===== config.mk =====
export PLATFORM = sky130hd
export DESIGN_NAME = slot_pwr_msg_ctl
export DESIGN_NICKNAME = d
export VERILOG_FILES = /design/src/rtl/spl_pkg.sv /design/src/rtl/spl_capture.sv /design/src/rtl/spl_slot_reg.sv /design/src/rtl/spl_tx_sched.sv /design/src/rtl/slot_pwr_msg_ctl.sv
export SDC_FILE = /design/constraint.sdc
export NUM_CORES = 1
export LEC_CHECK = 0
export ABC_AREA = 1
export CAP_MARGIN = 20
export CORE_ASPECT_RATIO = 1.2
export CORE_UTILIZATION = 40
export CTS_CLUSTER_DIAMETER = 100
export CTS_CLUSTER_SIZE = 10
export DETAILED_ROUTE_END_ITERATION = 7
export PLACE_DENSITY = 0.85
export SYNTH_ARGS = -nofsm -noshare
export SYNTH_HDL_FRONTEND = slang
export SYNTH_SLANG_ARGS = --single-unit

===== constraint.sdc =====
create_clock -name clk -period 0.96 [get_ports clk]
set_input_delay 0.192 -clock clk [delete_from_list [all_inputs] [get_ports clk]]
set_output_delay 0.192 -clock clk [all_outputs]
set_load 0.01 [all_outputs]

===== src/rtl/spl_pkg.sv =====
package spl_pkg;
  localparam int BYTE_W = 8;

  typedef enum logic {
    TX_IDLE = 1'b0,
    TX_PEND = 1'b1
  } tx_state_t;
endpackage


===== src/rtl/spl_capture.sv =====
module spl_capture #(
  parameter int LO_W  = 8,
  parameter int HI_W  = 2,
  parameter int PAY_W = 16
) (
  input  logic             clk,
  input  logic             rst,
  input  logic             rx_valid,
  input  logic [PAY_W-1:0] rx_payload,
  output logic [LO_W-1:0]  cap_lo,
  output logic [HI_W-1:0]  cap_hi
);
  localparam int HI_BASE = spl_pkg::BYTE_W;

  always_ff @(posedge clk) begin
    if (rst) begin
      cap_lo <= '0;
      cap_hi <= '0;
    end else if (rx_valid) begin
      cap_lo <= rx_payload[LO_W-1:0];
      cap_hi <= rx_payload[HI_BASE +: HI_W];
    end
  end

  AST_CAP_HOLD: assert property (@(posedge clk) disable iff (rst)
    !rx_valid |=> ($stable(cap_lo) && $stable(cap_hi)));

  AST_CAP_HI_BITS: assert property (@(posedge clk) disable iff (rst)
    rx_valid |=> (cap_hi == $past(rx_payload[HI_BASE +: HI_W])));
endmodule


===== src/rtl/spl_slot_reg.sv =====
module spl_slot_reg #(
  parameter int LO_W = 8,
  parameter int HI_W = 2
) (
  input  logic            clk,
  input  logic            rst,
  input  logic            cfg_we,
  input  logic [LO_W-1:0] cfg_lo,
  input  logic [HI_W-1:0] cfg_hi,
  output logic [LO_W-1:0] next_lo,
  output logic [HI_W-1:0] next_hi
);
  logic [LO_W-1:0] reg_lo;
  logic [HI_W-1:0] reg_hi;

  always_ff @(posedge clk) begin
    if (rst) begin
      reg_lo <= '0;
      reg_hi <= '0;
    end else if (cfg_we) begin
      reg_lo <= cfg_lo;
      reg_hi <= cfg_hi;
    end
  end

  // Write data bypasses the register so that a send at the write edge
  // carries the value being written.
  always_comb begin
    next_lo = cfg_we ? cfg_lo : reg_lo;
    next_hi = cfg_we ? cfg_hi : reg_hi;
  end
endmodule


===== src/rtl/spl_tx_sched.sv =====
module spl_tx_sched #(
  parameter int LO_W  = 8,
  parameter int HI_W  = 2,
  parameter int PAY_W = 16
) (
  input  logic             clk,
  input  logic             rst,
  input  logic             link_up,
  input  logic             cfg_we,
  input  logic [LO_W-1:0]  src_lo,
  input  logic [HI_W-1:0]  src_hi,
  input  logic             tx_ack,
  output logic             tx_req,
  output logic [PAY_W-1:0] tx_payload
);
  import spl_pkg::*;

  localparam int HI_BASE = BYTE_W;

  tx_state_t        state;
  logic             link_q;
  logic             link_rise;
  logic             trig;
  logic [PAY_W-1:0] frame;

  always_comb begin
    link_rise = link_up && !link_q;
    trig      = (cfg_we && link_up) || link_rise;
    frame                       = '0;
    frame[LO_W-1:0]             = src_lo;
    frame[HI_BASE +: HI_W]      = src_hi;
  end

  always_ff @(posedge clk) begin
    if (rst) begin
      link_q     <= 1'b0;
      state      <= TX_IDLE;
      tx_payload <= '0;
    end else begin
      link_q <= link_up;
      if (trig) begin
        state      <= TX_PEND;
        tx_payload <= frame;
      end else if (state == TX_PEND && tx_ack) begin
        state <= TX_IDLE;
      end
    end
  end

  assign tx_req = (state == TX_PEND);

  AST_REQ_HOLD: assert property (@(posedge clk) disable iff (rst)
    (tx_req && !tx_ack) |=> tx_req);

  AST_PAY_HOLD: assert property (@(posedge clk) disable iff (rst)
    (tx_req && !tx_ack && !trig) |=> $stable(tx_payload));

  AST_SEND_NEEDS_LINK: assert property (@(posedge clk) disable iff (rst)
    $rose(tx_req) |-> link_q);

  AST_PAD_ZERO: assert property (@(posedge clk) disable iff (rst)
    tx_req |-> (tx_payload[PAY_W-1:HI_BASE+HI_W] == '0));
endmodule


===== src/rtl/slot_pwr_msg_ctl.sv =====
module slot_pwr_msg_ctl #(
  parameter int LO_W = 8,
  parameter int HI_W = 2
) (
  input  logic        clk,
  input  logic        rst,
  input  logic        rx_valid,
  input  logic [15:0] rx_payload,
  output logic [LO_W-1:0] cap_lim_lo,
  output logic [HI_W-1:0] cap_lim_hi,
  input  logic        cfg_we,
  input  logic [LO_W-1:0] cfg_lim_lo,
  input  logic [HI_W-1:0] cfg_lim_hi,
  input  logic        link_up,
  output logic        tx_req,
  output logic [15:0] tx_payload,
  input  logic        tx_ack
);
  localparam int PAY_W = 2 * spl_pkg::BYTE_W;

  logic [LO_W-1:0] src_lo;
  logic [HI_W-1:0] src_hi;

  spl_capture #(.LO_W(LO_W), .HI_W(HI_W), .PAY_W(PAY_W)) u_capture (
    .clk        (clk),
    .rst        (rst),
    .rx_valid   (rx_valid),
    .rx_payload (rx_payload),
    .cap_lo     (cap_lim_lo),
    .cap_hi     (cap_lim_hi)
  );

  spl_slot_reg #(.LO_W(LO_W), .HI_W(HI_W)) u_slot_reg (
    .clk     (clk),
    .rst     (rst),
    .cfg_we  (cfg_we),
    .cfg_lo  (cfg_lim_lo),
    .cfg_hi  (cfg_lim_hi),
    .next_lo (src_lo),
    .next_hi (src_hi)
  );

  spl_tx_sched #(.LO_W(LO_W), .HI_W(HI_W), .PAY_W(PAY_W)) u_tx_sched (
    .clk        (clk),
    .rst        (rst),
    .link_up    (link_up),
    .cfg_we     (cfg_we),
    .src_lo     (src_lo),
    .src_hi     (src_hi),
    .tx_ack     (tx_ack),
    .tx_req     (tx_req),
    .tx_payload (tx_payload)
  );
endmodule


* Yosys cells after proc, flatten, opt, wreduce, memory -nomap -nowiden
Index checks and enable logic that the tools add are counted.
** Storage, ports and cells
- Input bits :: 32
- Register bits :: 32
- Logic and storage cells :: 17
- Output and inout port bits :: 27
** Operators by class
- Reduce and logical (&&, ||, !) cells :: 6
- Muxes and demuxes :: 4
** Operators with widths (number)
- $mux 8 :: 1
- $logic_and 1x1->1 :: 3
- $mux 1 :: 2
- $mux 2 :: 1
- $reduce_bool 2->1 :: 1
- $logic_not 1->1 :: 1
- $logic_or 1x1->1 :: 1

* Logic depth before layout (Yosys ltp)
Gate-level depths: netlist of the first run.
- Depth in word-level cells :: 4
- Depth in mapped cells :: 7
- Gate-level depth less buffers :: 6

* Cells and area by module
From an unflattened synthesis of the first run, not the netlist that was laid out.
** Second synthesis, totals
- Cells, all modules :: 230
- Area total of the unflattened synthesis :: 1457.6 um^2
** Modules (own cells, without submodules)
- spl_tx_sched :: area each 556.8 um^2, sequential area each 240.2 um^2, cells an instance 84, instances 1
- spl_slot_reg :: area each 481.7 um^2, sequential area each 200.2 um^2, cells an instance 83, instances 1
- spl_capture :: area each 419.2 um^2, sequential area each 200.2 um^2, cells an instance 63, instances 1

* Least setup slack after synthesis of the first run
OpenSTA, ideal clock, no wires.
- Kind :: flip-flop to flip-flop
- Start :: register u_tx_sched.link_q
- End :: register u_tx_sched.state, in the netlist u_tx_sched.tx_req
- Path slack :: 137 ps
- Period minus slack after synthesis :: 823 ps
- Arrival time :: 706 ps
- Required time :: 843 ps
- Setup time :: 117 ps
- Stages on the path, launching flop included :: 7
- Buffers on the path :: 1
- Cell sequence :: dfxtp_1 inv_1 nand2_1 nand2_2 buf_6 a21oi_1 nor2_1
** On the way
- Longest elaborated chain between the ends :: 4
- Elaborated cells on any way between the ends :: 5
- Classes of those cells :: 1 x mux; 4 x reduce/logical
** Ends and longest elaborated chain
- from (decl) :: RTL line spl_tx_sched.sv:21 : logic link_q;
- from (signal assigned) :: RTL line spl_tx_sched.sv:40 : link_q <= link_up;
- $logic_not 1->1 (*) :: RTL line spl_tx_sched.sv:27 : link_rise = link_up && !link_q;
- $logic_and 1x1->1 (*) :: RTL line spl_tx_sched.sv:27
- $logic_or 1x1->1 (*) :: RTL line spl_tx_sched.sv:28 : trig = (cfg_we && link_up) || link_rise;
- $mux 1 or $reduce_bool 2->1 (tied branches)
- to (signal assigned) :: RTL line spl_tx_sched.sv:37 : state <= TX_IDLE;
- to (signal assigned) :: RTL line spl_tx_sched.sv:42 : state <= TX_PEND;
- to (signal assigned) :: RTL line spl_tx_sched.sv:45 : state <= TX_IDLE;
- to (decl) :: RTL line spl_tx_sched.sv:20 : tx_state_t state;
Every way passes the cells marked *; elsewhere a longest branch is shown, timed or not.
A chain may end at the register's enable or synchronous reset.

* Worst setup path in the final report of the first run
- Start :: register u_tx_sched.tx_payload[5]
- End :: output port tx_payload[5]
** RTL lines
- from (decl) :: RTL line spl_tx_sched.sv:14 : output logic [PAY_W-1:0] tx_payload
- from (signal assigned) :: RTL line spl_tx_sched.sv:43 : tx_payload <= frame;
- to (decl) :: RTL line slot_pwr_msg_ctl.sv:16 : output logic [15:0] tx_payload,
No word-level cell between the ends.

==> flow_summary.ini, run 1 <==
[timing]
setup-tns-final_ps = -180
finClkSkew_ps = 3.69
period_share_pct = 101
min_period_ps = 974
hold_violations = 0
max_freq_mhz = 1030
final.setup.worst_slack_ps = -13.9
total_of_endpoints_with_negative_setup_slack_in_the_final_report = 21
timing.final.max_slew_violations = 0
grt_setup_unrepaired = true

[routing]
drt_iter0_markers = 10
via_count = 1244
detail-route-antenna-nets = 0
drc = 0
routedWlPerCell_um = 10.1
detail_route.first_pass.iterations = 4
post_drt_via_cell_ratio = 4.40
drt_total_wl_mm = 2.87

[clock_network]
htree_num_levels = 2
worst_skew_pair.late_latency_ps = 330
cts-buffers-inserted = 5
cts_tree = built
cts.sinks = 32
clkTransAtPathRegs_ps = 90
clock_tree.buffer_depth = 2
clock-root-buffer = sky130_fd_sc_hd__clkbuf_4

[setup_path]
critical_path_cell_count = 1
cp.arrival_ps = 780
criticalPathCategory = reg -> out
critical-path-slowest-cell = sky130_fd_sc_hd__dfxtp_2
path_cells = buf_6
crit_path_start_kind = flop
worst-endpoint-required_ps = 770
timing.critical_path.to_type = output port
path_buf_inv = 1
timing.critical_path.fanout_max = 2
crit_family = flip-flops
depth_of_the_worst_register_to_register_path = 6
cp_slowest_stage_delay_ps = 340

[run_status]
violations = negative setup slack
status = finished with violations

[global_route]
grt_max_degree = 22
overflow = 0
first_global_vias = 1128
grt_antenna_before_repair = 0
grt_pass1_wl_mm = 4.52
grt_util_all_layers_pct = 18.4

[synth]
most_area_consuming_cells_after_synthesis = sky130_fd_sc_hd__dfxtp_1, sky130_fd_sc_hd__nand2_1, sky130_fd_sc_hd__nor2_1
synth_top_cell_area_share_pct = 49.8
synth_area_um2 = 1290
ys.warnings.count = 0
synthesis.instances = 188
ys_seq_area_share_pct = 49.8
synth-seq-cells = 32
netlist.top_cell.by_area = sky130_fd_sc_hd__dfxtp_1
synthDistinctLibCells = 14
postSynthAreaPerCell_um2 = 6.85

[cells_and_area]
num_antenna_cells = 0
area_delta_synth_final_pct = 52.7
post_layout_nets = 278
final_layout_size_suffix_gt1_share_pct = 27.1
n_fill_cell = 276

[pwr]
peakVddDrop_v = 0.00120
power_uw = 2920
power.density_nw_per_um2 = 1480
p_leak_uw = 0.00102

[die]
coreArea_um2 = 3060
start_util_pct = 42.1
die_h_um = 64.2
top_level_ports = 59
num_rows = 22
fp.dieW_um = 53.8
die-area_um2 = 3450

[run]
maxCapViolations = 0

[place]
gpl.final_weighted_congestion = 0.730
port_buffers = 46
dp_hpwl_mm = 1.93

[worst_hold_path]
holdCritPathClass = in -> reg
hold-path-cell-count = 3
logic make-up after synthesis:
logic type             after synthesis  share of synthesized area [%]
flip-flops                          32                           49.8
AO/OA/AOI/OAI                       11                           4.28
other                                1                          0.291
buffers and inverters               39                           14.9
AND/OR/NAND/NOR                    105                           30.8
worst paths after layout:
| kind | start | endpoint | slack [ps] |
|---|---|---|---|
| worst min-delay path | link_up | u_tx_sched.link_q | 170 |
| worst max-delay path | u_tx_sched.tx_payload[5] | tx_payload[5] | -10 |
| worst max register to register | u_tx_sched.link_q | u_tx_sched.tx_payload[8] | 90 |
| worst min register to register | u_tx_sched.tx_payload[6] | u_tx_sched.tx_payload[6] | 490 |
flip-flops by register name (all words and copies together) (netlist names):
name,flops
u_tx_sched.tx_payload,10
u_capture.cap_lo,8
u_slot_reg.reg_lo,8
u_capture.cap_hi,2
u_slot_reg.reg_hi,2
u_tx_sched.link_q,1
u_tx_sched.tx_req,1
power breakdown:
| part | internal, uW | leakage [uW] | total [uW] | switching, uW |
|---|---|---|---|---|
| combinational | 339 | 0.000718 | 625 | 286 |
| sequential | 1440 | 0.000272 | 1500 | 54.8 |
| clock | 361 | 0.0000326 | 793 | 433 |
cell usage after synthesis:
library cell	count
sky130_fd_sc_hd__buf_2	3
sky130_fd_sc_hd__nand2_1	52
sky130_fd_sc_hd__a21oi_1	1
sky130_fd_sc_hd__dfxtp_1	32
sky130_fd_sc_hd__inv_1	24
sky130_fd_sc_hd__conb_1	1
sky130_fd_sc_hd__nand2_2	1
sky130_fd_sc_hd__nor2_1	52
sky130_fd_sc_hd__inv_2	1
sky130_fd_sc_hd__buf_4	7
sky130_fd_sc_hd__o21ai_0	10
sky130_fd_sc_hd__clkinv_1	1
sky130_fd_sc_hd__buf_6	2
sky130_fd_sc_hd__clkbuf_1	1
final cells by class:
type / instances / area (um2) / share of cell area (%)
sequential: 32 / 667 / 33.9
inverter: 26 / 106 / 5.41
tap: 36 / 45.0 / 2.29
clock buffer: 8 / 58.8 / 2.99
multi-input combinational: 124 / 510 / 26.0
timing repair buffer: 57 / 578 / 29.4
repair_timing:
| item | 4_1_cts | 5_1_grt |
|---|---|---|
| endpoints found under the setup margin | 32 | 35 |
| setup buffers | 1 | 1 |
| gates cloned | 0 | 2 |
| hold buffers | 0 | 0 |
| pin swaps | 1 | 1 |
| gates resized for setup | 131 | 7 |
layout by cell type, fill, tap and decap left out, types with 3 or more instances in the layout:
master / synthesis / routed
sky130_fd_sc_hd__nand2_1: 52 / 50
sky130_fd_sc_hd__inv_1: 24 / 24
sky130_fd_sc_hd__nand2_4: 0 / 3
sky130_fd_sc_hd__clkdlybuf4s50_1: 0 / 23
sky130_fd_sc_hd__dfxtp_2: 0 / 21
sky130_fd_sc_hd__dfxtp_1: 32 / 11
sky130_fd_sc_hd__buf_6: 2 / 22
sky130_fd_sc_hd__conb_1: 1 / 6
sky130_fd_sc_hd__clkbuf_4: 0 / 5
sky130_fd_sc_hd__nor2_1: 52 / 52
sky130_fd_sc_hd__buf_4: 7 / 10
sky130_fd_sc_hd__o21ai_0: 10 / 10
metrics by stage:
stage	instances	setup WS, ps	hold slack, ps	area [um2]	util, %
finish	283	-13.9	166	1970	64.3
global route	283	-59.9	170	1970	64.3
CTS	280	-33.0	414	1920	62.9
detailed placement	271	-447	481	1790	58.4
global placement	271	-416	473	1790	58.4
floorplan	193	137	264	1310	-
per-layer routing:
metal,wire (um),part of all wire [%],GRT usage [%],vias up
li1,-,-,-,651
met1,1150,40,18.0,541
met2,1430,50,30.6,46
met3,236,8.2,9.52,6
met4,50,1.7,8.88,0
met5,0,0,0,-
No activity file was read; power rests on OpenSTA's default activity.
==> inputs of run 2 (changes only) <==
- CAP_MARGIN: 20 -> unset
- CORE_UTILIZATION: 40 -> 42
- CTS_BUF_LIST: unset -> sky130_fd_sc_hd__clkbuf_2 sky130_fd_sc_hd__clkbuf_4 sky130_fd_sc_hd__clkbuf_8
- PLACE_DENSITY: 0.85 -> 0.88
==> flow_summary.ini, run 2 (same netlist as run 1, synthesis figures left out) <==
[die]
num_rows = 21
die_h_um = 62.7
start_util_pct = 45.0
coreArea_um2 = 2860
fp.dieW_um = 52.5
die-area_um2 = 3290
top_level_ports = 59

[setup_path]
setup.worst_path.end = tx_payload[9]
crit_family = flip-flops
depth_of_the_worst_register_to_register_path = 6
timing.critical_path.fanout_max = 2
path_buf_inv = 1
timing.critical_path.from = u_tx_sched.tx_payload[9]
path_cells = buf_6
crit_path_start_kind = flop
worst_r2r_endpoint = u_tx_sched.tx_payload[8]
crit-reg2reg-launch = u_tx_sched.link_q
critical_path_cell_count = 1
criticalPathCategory = reg -> out
setup.reg_to_reg.worst_slack_ps = 30
cp.arrival_ps = 790
timing.critical_path.to_type = output port
critical-path-slowest-cell = sky130_fd_sc_hd__dfxtp_2
worst-endpoint-required_ps = 770
cp_slowest_stage_delay_ps = 350

[run]
maxCapViolations = 0

[routing]
via_count = 1239
post_drt_via_cell_ratio = 4.43
drt_total_wl_mm = 2.88
detail_route.first_pass.iterations = 4
drt_iter0_markers = 14
drc = 0
detail-route-antenna-nets = 0
routedWlPerCell_um = 10.3

[cells_and_area]
mostFrequentLayoutCell = sky130_fd_sc_hd__nor2_1
area_delta_synth_final_pct = 54.3
final_core_util_pct = 69.4
num_antenna_cells = 0
top_regs = u_tx_sched.tx_payload x10, u_capture.cap_lo x8, u_slot_reg.reg_lo x8
largest_register = u_tx_sched.tx_payload
final_cell_count_no_fill = 280
largest_reg_flops = 10
post_layout_nets = 277
final_layout_size_suffix_gt1_share_pct = 27.2
layout.cells.most_common_list = sky130_fd_sc_hd__nor2_1, sky130_fd_sc_hd__nand2_1, sky130_fd_sc_hd__inv_1, sky130_fd_sc_hd__clkdlybuf4s50_1, sky130_fd_sc_hd__buf_6

[place]
gpl.final_weighted_congestion = 0.755
port_buffers = 46
dp_hpwl_mm = 1.89
numPlacedInstances = 270

[timing]
hold_violations = 0
max_freq_mhz = 1020
final.setup.worst_slack_ps = -24.0
period_share_pct = 102
total_of_endpoints_with_negative_setup_slack_in_the_final_report = 19
grt_setup_unrepaired = true
min_period_ps = 984
finClkSkew_ps = 11.8
timing.final.max_slew_violations = 0

[global_route]
grt_pass1_wl_mm = 4.51
grt_util_all_layers_pct = 18.3
overflow = 0
grt_antenna_before_repair = 0
first_global_vias = 1145
grt_max_degree = 22

[clock_network]
clock-root-buffer = sky130_fd_sc_hd__clkbuf_4
clock_tree.buffer_depth = 2
post_cts_hold_buffer_count = 0
clkTransAtPathRegs_ps = 100
htree_num_levels = 2
worst_skew_pair.late_latency_ps = 330
cts-buffers-inserted = 5
cts_tree = built
cts.sinks = 32
postCtsSetupRepairBufs = 0

[run_status]
violations = negative setup slack
status = finished with violations

[worst_hold_path]
holdCritPathClass = in -> reg

[pwr]
power.density_nw_per_um2 = 1640
p_leak_uw = 0.00102
peakVddDrop_v = 0.00124
==> run 2: repair_timing <==
item	4_1_cts	5_1_grt
resized for setup	128	6
gates cloned	0	2
setup endpoints to repair	32	37
pin swaps	0	1
==> run 2: metal layers <==
metal / vias up / wire, um / track usage [%]
li1: 651 / - / -
met1: 537 / 1210 / 20.0
met2: 44 / 1430 / 30.5
met3: 7 / 193 / 7.06
met4: 0 / 53 / 7.89
met5: - / 0 / 0
==> run 2: power breakdown <==
part           switching (uW)  leakage (uW)  internal [uW]
sequential               58.5      0.000272           1440
combinational             279      0.000697            334
clock                     451     0.0000515            691
total                     789       0.00102           2470
==> run 2: final cells by class <==
cell class	count	area, um2
inverters	26	104
flip-flops and latches	32	667
clock inverters	1	30.0
well taps	34	42.5
multi-input cells	124	502
repair buffers	56	577
clock buffers	7	65.1
fillers	253	877
==> run 2: worst min path at each step <==
stage,startpoint,end,depth (start not counted)
after floorplan,rst,u_slot_reg.reg_lo[6],1
after global placement,u_tx_sched.tx_payload[6],u_tx_sched.tx_payload[6],2
after detailed placement,u_tx_sched.tx_payload[3],u_tx_sched.tx_payload[3],2
after CTS,rx_payload[0],u_capture.cap_lo[0],3
after global routing,rx_payload[9],u_capture.cap_hi[1],3
final,rx_payload[0],u_capture.cap_lo[0],3
==> run 2: through the flow <==
step                worst slack [ps]  total power, uW  setup TNS (ps)  hold WS (ps)  instance area, um2
floorplan                        137             1790               0           264                1310
global placement                -392             2070          -11170           471                1800
detailed placement              -434             2080          -12050           476                1800
CTS                            -34.0             3250            -434           419                1950
global route                   -60.6             3420            -927           432                1990
finish                         -24.0             3260            -252           425                1990
==> run 2: worst register-to-register path: stages, from the launching register on <==
cell                      delay [ps]
sky130_fd_sc_hd__dfxtp_1         320
sky130_fd_sc_hd__inv_1            50
sky130_fd_sc_hd__nand2_2         130
sky130_fd_sc_hd__nand2_2         130
sky130_fd_sc_hd__nand2_1          90
sky130_fd_sc_hd__nand2_1          50
sky130_fd_sc_hd__nor2_1           90
==> inputs of run 3 (changes only) <==
- CORE_UTILIZATION: 42 -> 40
- PLACE_DENSITY: 0.88 -> 0.85
==> flow_summary.ini, run 3 (same netlist as run 1, synthesis figures left out) <==
[run_status]
status = finished with violations
violations = negative setup slack

[cells_and_area]
top_regs = u_tx_sched.tx_payload x10, u_capture.cap_lo x8, u_slot_reg.reg_lo x8
final_layout_size_suffix_gt1_share_pct = 27.9
largest_reg_flops = 10
largest_register = u_tx_sched.tx_payload
final_core_util_pct = 64.6
num_antenna_cells = 0
area_delta_synth_final_pct = 53.3
post_layout_nets = 278
mostFrequentLayoutCell = sky130_fd_sc_hd__nor2_1
layout.cells.most_common_list = sky130_fd_sc_hd__nor2_1, sky130_fd_sc_hd__nand2_1, sky130_fd_sc_hd__inv_1

[place]
port_buffers = 46
place_worst_setup_slack_ps = -447
gpl.final_weighted_congestion = 0.730
dp_hpwl_mm = 1.93

[global_route]
grt_util_all_layers_pct = 18.4
first_global_vias = 1128
grt_antenna_before_repair = 0
grt_pass1_wl_mm = 4.52
grt_max_degree = 22
overflow = 0

[clock_network]
worst_skew_pair.late_latency_ps = 330
cts_tree = built
post_cts_hold_buffer_count = 0
clock_tree.buffer_depth = 2
htree_num_levels = 2
clkTransAtPathRegs_ps = 90
cts-buffers-inserted = 5
cts.sinks = 32
clock-root-buffer = sky130_fd_sc_hd__clkbuf_4

[run]
maxCapViolations = 0

[routing]
drt_iter0_markers = 10
post_drt_via_cell_ratio = 4.40
via_count = 1244
detail_route.first_pass.iterations = 4
drt_total_wl_mm = 2.87
drc = 0
detail-route-antenna-nets = 0
routedWlPerCell_um = 10.1

[timing]
min_period_ps = 974
finClkSkew_ps = 3.56
final.setup.worst_slack_ps = -14.0
timing.final.max_slew_violations = 0
whs_ps = 166
max_freq_mhz = 1030
period_share_pct = 101
hold_violations = 0
grt_setup_unrepaired = true
total_of_endpoints_with_negative_setup_slack_in_the_final_report = 21

[setup_path]
worst-endpoint-required_ps = 770
crit_path_start_kind = flop
path_cells = buf_6
timing.critical_path.fanout_max = 2
timing.critical_path.to_type = output port
path_buf_inv = 1
cp_slowest_stage_delay_ps = 340
critical-path-slowest-cell = sky130_fd_sc_hd__dfxtp_2
criticalPathCategory = reg -> out
cp.arrival_ps = 780
crit_family = flip-flops

[die]
num_rows = 22
die_h_um = 64.2
top_level_ports = 59
die-area_um2 = 3450
fp.dieW_um = 53.8
coreArea_um2 = 3060
start_util_pct = 42.1

[pwr]
p_leak_uw = 0.00103
peakVddDrop_v = 0.00120
power.density_nw_per_um2 = 1510

[worst_hold_path]
holdCritPathClass = in -> reg
## run 3: worst min-delay path, delay by kind of cell
| family | cells | cell delay, ps |
|---|---|---|
| buffers and inverters | 2 | 240 |
| and+or+nand+nor | 1 | 30 |
## run 3: through the flow
step / setup TNS [ps] / instances / cell area, um2 / total power (uW)
CTS: -543 / 280 / 1930 / 2980
global route: -941 / 283 / 1970 / 3130
global placement: -11350 / 271 / 1790 / 2060
floorplan: 0 / 193 / 1310 / 1790
detailed placement: -12090 / 271 / 1790 / 2080
finish: -196 / 283 / 1970 / 2980
## run 3: layout make-up
| type | instances | area [um2] |
|---|---|---|
| fillers | 275 | 1080 |
| flip-flops and latches | 32 | 667 |
| repair buffers | 57 | 578 |
| multi-input cells | 124 | 510 |
| inverters | 26 | 106 |
| clock buffers | 8 | 66.3 |
| well taps | 36 | 45.0 |
## run 3: report_power, final
part / total (uW) / internal, uW / switching [uW]
Clock: 852 / 417 / 434
Sequential: 1500 / 1440 / 54.9
Combinational: 625 / 339 / 286
Total: 2980 / 2200 / 775
## run 3: repair_timing
action	in CTS	in global routing
endpoints found under the setup margin	32	35
pin swaps	1	1
cloned	0	2
buffers inserted	1	1
resized for setup	131	7
## run 3: worst paths after layout
| path | from | to | slack, ps | cells after the start |
|---|---|---|---|---|
| setup / recovery | u_tx_sched.tx_payload[5] | tx_payload[5] | -10 | 1 |
| setup reg to reg | u_tx_sched.link_q | u_tx_sched.tx_payload[8] | 90 | 6 |
| hold reg to reg | u_tx_sched.tx_payload[6] | u_tx_sched.tx_payload[6] | 490 | 2 |
| hold / removal | link_up | u_tx_sched.link_q | 170 | 3 |
## run 3: per-layer routing
| metal | GRT usage (%) | up-vias | part of all wire [%] | wire (um) |
|---|---|---|---|---|
| li1 | - | 651 | - | - |
| met1 | 18.0 | 541 | 40 | 1150 |
| met2 | 30.6 | 46 | 50 | 1440 |
| met3 | 9.52 | 6 | 8.2 | 236 |
| met4 | 8.88 | 0 | 1.7 | 50 |
| met5 | 0 | - | 0 | 0 |
